### src/rtl/mdr_pkg.sv
package mdr_pkg;

  typedef enum logic [1:0] {
    RM_OFF  = 2'b00,
    RM_WAKE = 2'b01,
    RM_DOZE = 2'b10,
    RM_BOTH = 2'b11
  } rec_mode_e;

  typedef struct packed {
    logic recog;
    logic hit;
    logic miss;
    logic wake_req;
    logic doze_req;
  } rec_ev_t;

  function automatic logic mode_active(rec_mode_e m);
    return m != RM_OFF;
  endfunction

  function automatic logic mode_wakes(rec_mode_e m);
    return (m == RM_WAKE) || (m == RM_BOTH);
  endfunction

  function automatic logic mode_dozes(rec_mode_e m);
    return (m == RM_DOZE) || (m == RM_BOTH);
  endfunction

endpackage

### src/rtl/mdr_classify.sv
module mdr_classify
  import mdr_pkg::*;
#(
  parameter int DATA_W = 8
) (
  input  logic              char_valid,
  input  logic [DATA_W-1:0] char_data,
  input  logic              char_is_addr,
  input  logic [DATA_W-1:0] station_addr,
  input  rec_mode_e         mode,
  input  logic              wake_mode_en,
  output rec_ev_t           ev
);

  function automatic logic chars_equal(logic [DATA_W-1:0] a, logic [DATA_W-1:0] b);
    return (a ^ b) == '0;
  endfunction

  logic active;
  logic eq;

  always_comb begin
    active = char_valid && mode_active(mode);
    eq     = chars_equal(char_data, station_addr);
    ev     = '0;
    if (wake_mode_en) begin
      ev.recog = active && char_is_addr;
      ev.hit   = ev.recog && eq;
      ev.miss  = ev.recog && !eq;
    end else begin
      ev.recog = active && eq;
      ev.hit   = ev.recog;
      ev.miss  = 1'b0;
    end
    ev.wake_req = wake_mode_en && ev.hit && mode_wakes(mode);
    ev.doze_req = ev.miss && mode_dozes(mode);
  end

endmodule

### src/rtl/mdr_gate.sv
module mdr_gate
  import mdr_pkg::*;
(
  input  logic      clk,
  input  logic      rst_n,
  input  logic      char_valid,
  input  logic      char_is_addr,
  input  logic      wake_mode_en,
  input  rec_mode_e mode,
  input  logic      keep_addr,
  input  logic      recog,
  input  logic      wake_req,
  input  logic      doze_req,
  output logic      rx_state,
  output logic      rx_enable,
  output logic      fifo_wr
);

  logic gating_on;

  always_ff @(posedge clk or negedge rst_n) begin
    if (!rst_n) begin
      rx_state <= 1'b0;
    end else if (wake_req) begin
      rx_state <= 1'b1;
    end else if (doze_req) begin
      rx_state <= 1'b0;
    end
  end

  always_comb begin
    gating_on = wake_mode_en && mode_active(mode);
    rx_enable = gating_on ? rx_state : 1'b1;
    if (!char_valid) begin
      fifo_wr = 1'b0;
    end else if (recog) begin
      fifo_wr = keep_addr;
    end else if (gating_on && !char_is_addr) begin
      fifo_wr = rx_state;
    end else begin
      fifo_wr = 1'b1;
    end
  end

endmodule

### src/rtl/mdr_status.sv
module mdr_status (
  input  logic       clk,
  input  logic       rst_n,
  input  logic       hit_ev,
  input  logic       miss_ev,
  input  logic       stat_rd,
  input  logic       irq_mask,
  output logic [1:0] stat_bits,
  output logic       irq
);

  function automatic logic sticky_next(logic cur, logic set, logic clr);
    return set || (cur && !clr);
  endfunction

  logic hit_q, miss_q;

  always_ff @(posedge clk or negedge rst_n) begin
    if (!rst_n) begin
      hit_q  <= 1'b0;
      miss_q <= 1'b0;
    end else begin
      hit_q  <= sticky_next(hit_q, hit_ev, stat_rd);
      miss_q <= sticky_next(miss_q, miss_ev, stat_rd);
    end
  end

  assign stat_bits = {miss_q, hit_q};
  assign irq       = irq_mask && (hit_q || miss_q);

endmodule

### src/rtl/mdrop_addr_rec.sv
module mdrop_addr_rec
  import mdr_pkg::*;
#(
  parameter int DATA_W = 8
) (
  input  logic              clk,
  input  logic              rst_n,
  input  logic              char_valid,
  input  logic [DATA_W-1:0] char_data,
  input  logic              char_is_addr,
  input  logic [DATA_W-1:0] station_addr,
  input  logic [1:0]        mode_sel,
  input  logic              wake_mode_en,
  input  logic              keep_addr,
  input  logic              irq_mask,
  input  logic              stat_rd,
  output logic              rx_enable,
  output logic              fifo_wr,
  output logic [1:0]        stat_bits,
  output logic              irq
);

  rec_mode_e mode;
  rec_ev_t   ev;
  logic      hit_ev;
  logic      miss_ev;
  logic      rx_state;

  assign mode    = rec_mode_e'(mode_sel);
  assign hit_ev  = ev.hit;
  assign miss_ev = ev.miss;

  mdr_classify #(.DATA_W(DATA_W)) u_cls (
    .char_valid   (char_valid),
    .char_data    (char_data),
    .char_is_addr (char_is_addr),
    .station_addr (station_addr),
    .mode         (mode),
    .wake_mode_en (wake_mode_en),
    .ev           (ev)
  );

  mdr_gate u_gate (
    .clk          (clk),
    .rst_n        (rst_n),
    .char_valid   (char_valid),
    .char_is_addr (char_is_addr),
    .wake_mode_en (wake_mode_en),
    .mode         (mode),
    .keep_addr    (keep_addr),
    .recog        (ev.recog),
    .wake_req     (ev.wake_req),
    .doze_req     (ev.doze_req),
    .rx_state     (rx_state),
    .rx_enable    (rx_enable),
    .fifo_wr      (fifo_wr)
  );

  mdr_status u_stat (
    .clk       (clk),
    .rst_n     (rst_n),
    .hit_ev    (hit_ev),
    .miss_ev   (miss_ev),
    .stat_rd   (stat_rd),
    .irq_mask  (irq_mask),
    .stat_bits (stat_bits),
    .irq       (irq)
  );

endmodule

### config.mk
export PLATFORM = sky130hd
export DESIGN_NAME = mdrop_addr_rec
export DESIGN_NICKNAME = d
export VERILOG_FILES = /design/src/rtl/mdr_pkg.sv /design/src/rtl/mdr_classify.sv /design/src/rtl/mdr_gate.sv /design/src/rtl/mdr_status.sv /design/src/rtl/mdrop_addr_rec.sv
export SDC_FILE = /design/constraint.sdc
export NUM_CORES = 1
export LEC_CHECK = 0
export ABC_AREA = 1
export ABC_CLOCK_PERIOD_IN_PS = 800
export BUFFER_PORTS_ARGS = -buffer_cell sky130_fd_sc_hd__buf_2
export CORE_AREA = 2 2 39 41
export DETAILED_ROUTE_END_ITERATION = 10
export DIE_AREA = 0 0 41 43
export PLACE_DENSITY_LB_ADDON = 0.15
export SETUP_SLACK_MARGIN = 0.2
export SYNTH_ARGS = -nofsm -noshare
export SYNTH_HDL_FRONTEND = slang
export SYNTH_SLANG_ARGS = --single-unit
export TNS_END_PERCENT = 20
### constraint.sdc
create_clock -name clk -period 0.8 [get_ports clk]
set_input_delay 0 -clock clk [delete_from_list [all_inputs] [get_ports clk]]
set_output_delay 0 -clock clk [all_outputs]
set_load 0.02 [all_outputs]
* Word level (Yosys, flattened, before mapping)
Cells that the tools add are included.
** Word-level totals
- Memories kept :: 0
- Latch bits :: 0
- Output and inout bits :: 5
- Bits in registers :: 3
- Bits in read-only memories :: 0
- Logic and storage cells :: 38
- Bits of input ports :: 26
- Memory bits (writable) :: 0
** Operators by class
- Divide/modulo/power cells :: 0
- Mux-type cells :: 7
- Reduce and logical (&&, ||, !) cells :: 24
- Bitwise logic cells :: 1
- Shift-type cells :: 0
- Order comparisons :: 0
- Multipliers :: 0
- Eq/ne operators :: 3
- Add/sub/neg operators :: 0
** Operators with widths (count)
- $logic_and A1 B1 Y1 :: 13
- $logic_not A8 Y1 :: 1
- $xor A8 B8 Y8 :: 1
- $mux W1 :: 6
- $logic_or A1 B1 Y1 :: 5
- $eq A2 B2 Y1 const B :: 2
- $reduce_bool A2 Y1 :: 2
- $logic_not A1 Y1 :: 3
- $mux W3 :: 1
- $eq A2 B1 Y1 const B :: 1

* Depth between registers and ports, before layout
- Depth after elaboration :: 8
- Gate-level depth with buffers :: 9
- Depth with buffers taken out :: 9

* Hierarchy
Synthesis repeated with hierarchy kept, for this count alone.
** Unflattened totals
- Cell total of the unflattened synthesis :: 71
- Area, all modules :: 401.6 um2
** By module, submodules not included
- mdr_classify :: times used 1, seq. area each 0.0 um2, area each 206.4 um2, cells each 42
- mdr_status :: times used 1, seq. area each 50.0 um2, area each 102.6 um2, cells each 14
- mdr_gate :: times used 1, seq. area each 25.0 um2, area each 92.6 um2, cells each 15

* Worst setup path after synthesis
No wires, ideal clock.
- Path type :: reg-to-output
- Start point :: reg u_gate.rx_state
- End point :: out fifo_wr
- Path slack :: -175 ps
- Arrival time :: 975 ps
- Required time :: 800 ps
- Path buffers :: 0
- Cell stages (with the launch flop) :: 5
- Cells stage by stage :: dfrtp_1 inv_1 nand2_1 o21ai_0 a21oi_1
** On the way
- Cells in the longest elaborated chain, start to end :: 3
** RTL lines
- start, declared :: RTL line mdr_gate.sv:14 : output logic rx_state,
- start signal, assigned :: RTL line mdr_gate.sv:23 : rx_state <= 1'b0;
- start signal, assigned :: RTL line mdr_gate.sv:25 : rx_state <= 1'b1;
- start signal, assigned :: RTL line mdr_gate.sv:27 : rx_state <= 1'b0;
- $mux W1 :: RTL line mdr_gate.sv:38 : end else if (gating_on && !char_is_addr) begin
- $mux W1 :: RTL line mdr_gate.sv:36 : end else if (recog) begin
- $mux W1 :: RTL line mdr_gate.sv:34 : if (!char_valid) begin
- end, declared :: RTL line mdrop_addr_rec.sv:18 : output logic fifo_wr,
No other way between the ends.

* Worst setup path in the final report
Ends and elaborated chain as after synthesis.

==> results by group <==
Worst setup path
  • R2r worst-path depth: 2
  • Crit path depth: 5
  • Critical path arrival: around 1100 ps
  • Critical path, cell by cell: inv_2, nand2_4, o21ai_4, a21oi_4, buf_6
  • R2r endpoint: u_stat.hit_q
  • Max stage delay on crit path: 390 ps
  • CP bufs+invs: 2
  • Worst-path fanout max: 2
  • Critical path endpoint: fifo_wr
  • Crit. End Element: output port
  • Setup slack, reg-to-reg: 130 ps
  • Crit path required time: around 800 ps
  • Kind of critical path: flip-flop to output port
  • Worst R2R Start: u_stat.hit_q
  • Startpoint types: flip-flop
  • Critical Path Start: u_gate.rx_state
  • Family with the most delay on the worst path: flip-flops
  • Crit path max-delay cell type: dfrtp_1

Timing
  • Slew headroom: 88.8%
  • Worst-Margin Slew: roughly 170 ps
  • RSZ-0062 raised after global routing: yes
  • Fmax: 0.956 GHz
  • Worst Slack Setup Final: -246 ps
  • Tcrit/Tclk final: 131%
  • Final setup vio count: 3
  • Minimum hold slack: -43.0 ps
  • Hold Vio Cnt, Final: 2
  • Fin. max-slew vios: 0
  • Setup TNS: -483 ps
  • Min cycle time layout: 1050 ps
  • Layout Skew: 0 ps

Floorplan
  • Io pins: 31
  • Row Count: 14
  • Die ar.: 0.00176 mm^2
  • Starting Density: roughly a quarter
  • Die Ht: roughly 43 um
  • Core area: between 0.001 and 0.0015 mm^2
  • Chip Width: about 41 um

Yosys
  • Synth Register Bits: 3
  • Post-synth EDFFs: 0
  • Warnings from Yosys: 0
  • Area leader, netlist: dfrtp_1
  • Async S/R FF share, synth: 100%
  • Post-Syn Area: about 360 um^2
  • Commonest cells post-synth: nand2_1 (19), inv_1 (11), xnor2_1 (5), dfrtp_1 (3)
  • Synth Instances: 57
  • Top-area cell type share of the netlist area: about a fifth
  • Syn Nets: 83
  • Syn_area_per_cell: around 6.3 um^2
  • Sequential share of the synthesized area: between 20% and 30%
  • Distinct cells, synth: 18
  • Most frequent cell after synthesis: nand2_1
  • Top post-synthesis cells by area: dfrtp_1 (21%), nand2_1 (20%), xnor2_1 (12%)
  • Post-synth top flop: dfrtp_1

Cells and area
  • Multi-input logic area: about 260 um^2
  • ANT cells: 0
  • Area delta synth->final: 79.1%
  • Register area: around 75 um^2
  • Final std cells w/o fill: 110
  • Share of cells above drive strength 1: between 50 and 60%
  • Core Util, Final: between 40% and 50%
  • Filler cells: around 150
  • Layout Nets: between 100 and 150

Run status
  • Status: finished with violations
  • Violated checks: hold timing, setup timing

Placed design
  • Placed cells: between 100 and 150
  • HPWL Detailed: around 750 um
  • Port bufs: 30
  • GPL Wtd Cong: a little under 0.7

GRT
  • Vias in the first global route: just under 400
  • Largest net degree at the start of global routing: 5
  • Tot GR Track Use: approximately a tenth
  • First-pass GRT wire length: roughly 1.3 mm
  • Initial antenna violation count: 0
  • GRT overflow: 0

Routing
  • Drt drc: 0
  • Pre-Repair DR Iteration Count: 1
  • DRT antenna net count: 0
  • Via count: 450
  • Final WL: roughly 840 um
  • Drt initial violations: 0
  • Via density: a little over 4
  • WL per Instance: about 7.6 um

Clocking
  • Clock tree buffer depth: 2
  • Clock Tree Root: clkbuf_4
  • H-tree Lvls: 1
  • Buffer count from post-CTS setup fixing: 0
  • Reg clk slew, reported paths: roughly 40 ps
  • Clk_lat worst skew: roughly 230 ps
  • Cts bufs inserted: 3
  • TritonCTS clock tree: yes
  • # hold bufs at CTS: 1
  • TritonCTS Sinks: 3

Pwr
  • P_sw: 206 uW
  • Switching Fraction: a little under a third
  • Worst VDD drop: around 0.4 mV
  • P per Cell Area: approximately 1100 mW/mm^2
  • Clock power share: 39.4%
  • Comb pwr share: between 30% and 40%
  • Total Power: between 600 and 700 uW
  • Leakage Power: between 0.0003 and 0.0004 uW
  • Sequential share of power: about a quarter
  • Int Pwr: 474 uW

Worst hold path
  • Worst min path class: primary input to flip-flop
  • Hold path cells: 2

Job
  • MaxCap Viol Count: 0
==> placed cells by master (no fill, tap or decap), types with 2 or more instances in the layout <==
| cell | netlist | routed |
|---|---|---|
| buf_6 | 0 | 4 |
| dfrtp_1 | 3 | 3 |
| clkbuf_4 | 0 | 3 |
| buf_2 | 0 | 27 |
| nor2_4 | 2 | 2 |
| nand2_2 | 1 | 2 |
| buf_4 | 2 | 3 |
| inv_1 | 11 | 10 |
| inv_2 | 1 | 2 |
| nand2_1 | 19 | 17 |
| nor2_1 | 2 | 2 |
| xnor2_1 | 5 | 4 |
| nand3_1 | 2 | 2 |
| nand3_2 | 2 | 2 |
==> timing repair <==
| item | in CTS | in global routing |
|---|---|---|
| resized for setup | 2 | 6 |
| pin swaps | 3 | 8 |
| endpoints found under the setup margin | 8 | 8 |
| endpoints found under the hold margin | 5 | 1 |
==> cells by family after synthesis <==
group / count (synthesis) / synth area share (%)
compound gates: 5 / 8.36
xor+xnor: 5 / 12.2
simple gates: 30 / 41.8
buf+inv: 14 / 16.7
flops: 3 / 20.9
==> power by group through the flow <==
stage	logic (uW)	registers, uW	clock network (uW)
after floorplan	130	161	0
after global placement	230	162	0
after detailed placement	235	162	0
after CTS	244	160	286
after global routing	280	160	300
final	252	160	268
==> state kept, by name (all words and copies together) (netlist names) <==
register / cells
u_stat.hit_q: 1
u_stat.miss_q: 1
u_gate.rx_state: 1
==> worst min path at each step <==
stage                     startpoint              end  slack (ps)
after CTS                    stat_rd    u_stat.miss_q         -40
final                        stat_rd    u_stat.miss_q         -40
after detailed placement       rst_n    u_stat.miss_q        -200
after global placement         rst_n    u_stat.miss_q        -200
after global routing         stat_rd    u_stat.miss_q         -40
after floorplan                rst_n  u_gate.rx_state        -300
==> final cells by class <==
class / count / area share [%]
Inverter: 12 / 7.00
Multi-Input combinational cell: 40 / 41.1
Tap cell: 16 / 3.11
Timing Repair Buffer: 35 / 33.1
Sequential cell: 3 / 11.7
Clock buffer: 4 / 4.09
==> layer usage <==
layer,wire length [um],global-route usage (%)
met2,459,20.3
met4,0,4.00
met1,312,9.81
met5,0,0
met3,68,2.09
==> stage by stage <==
stage	worst slack (ps)	cell area, um^2
6_report	-246	643
5_1_grt	-288	643
4_1_cts	-270	617
3_5_place_dp	-103	574
3_3_place_gp	-83.6	574
2_1_floorplan	70.0	389
(Power assumes the default switching activity.)
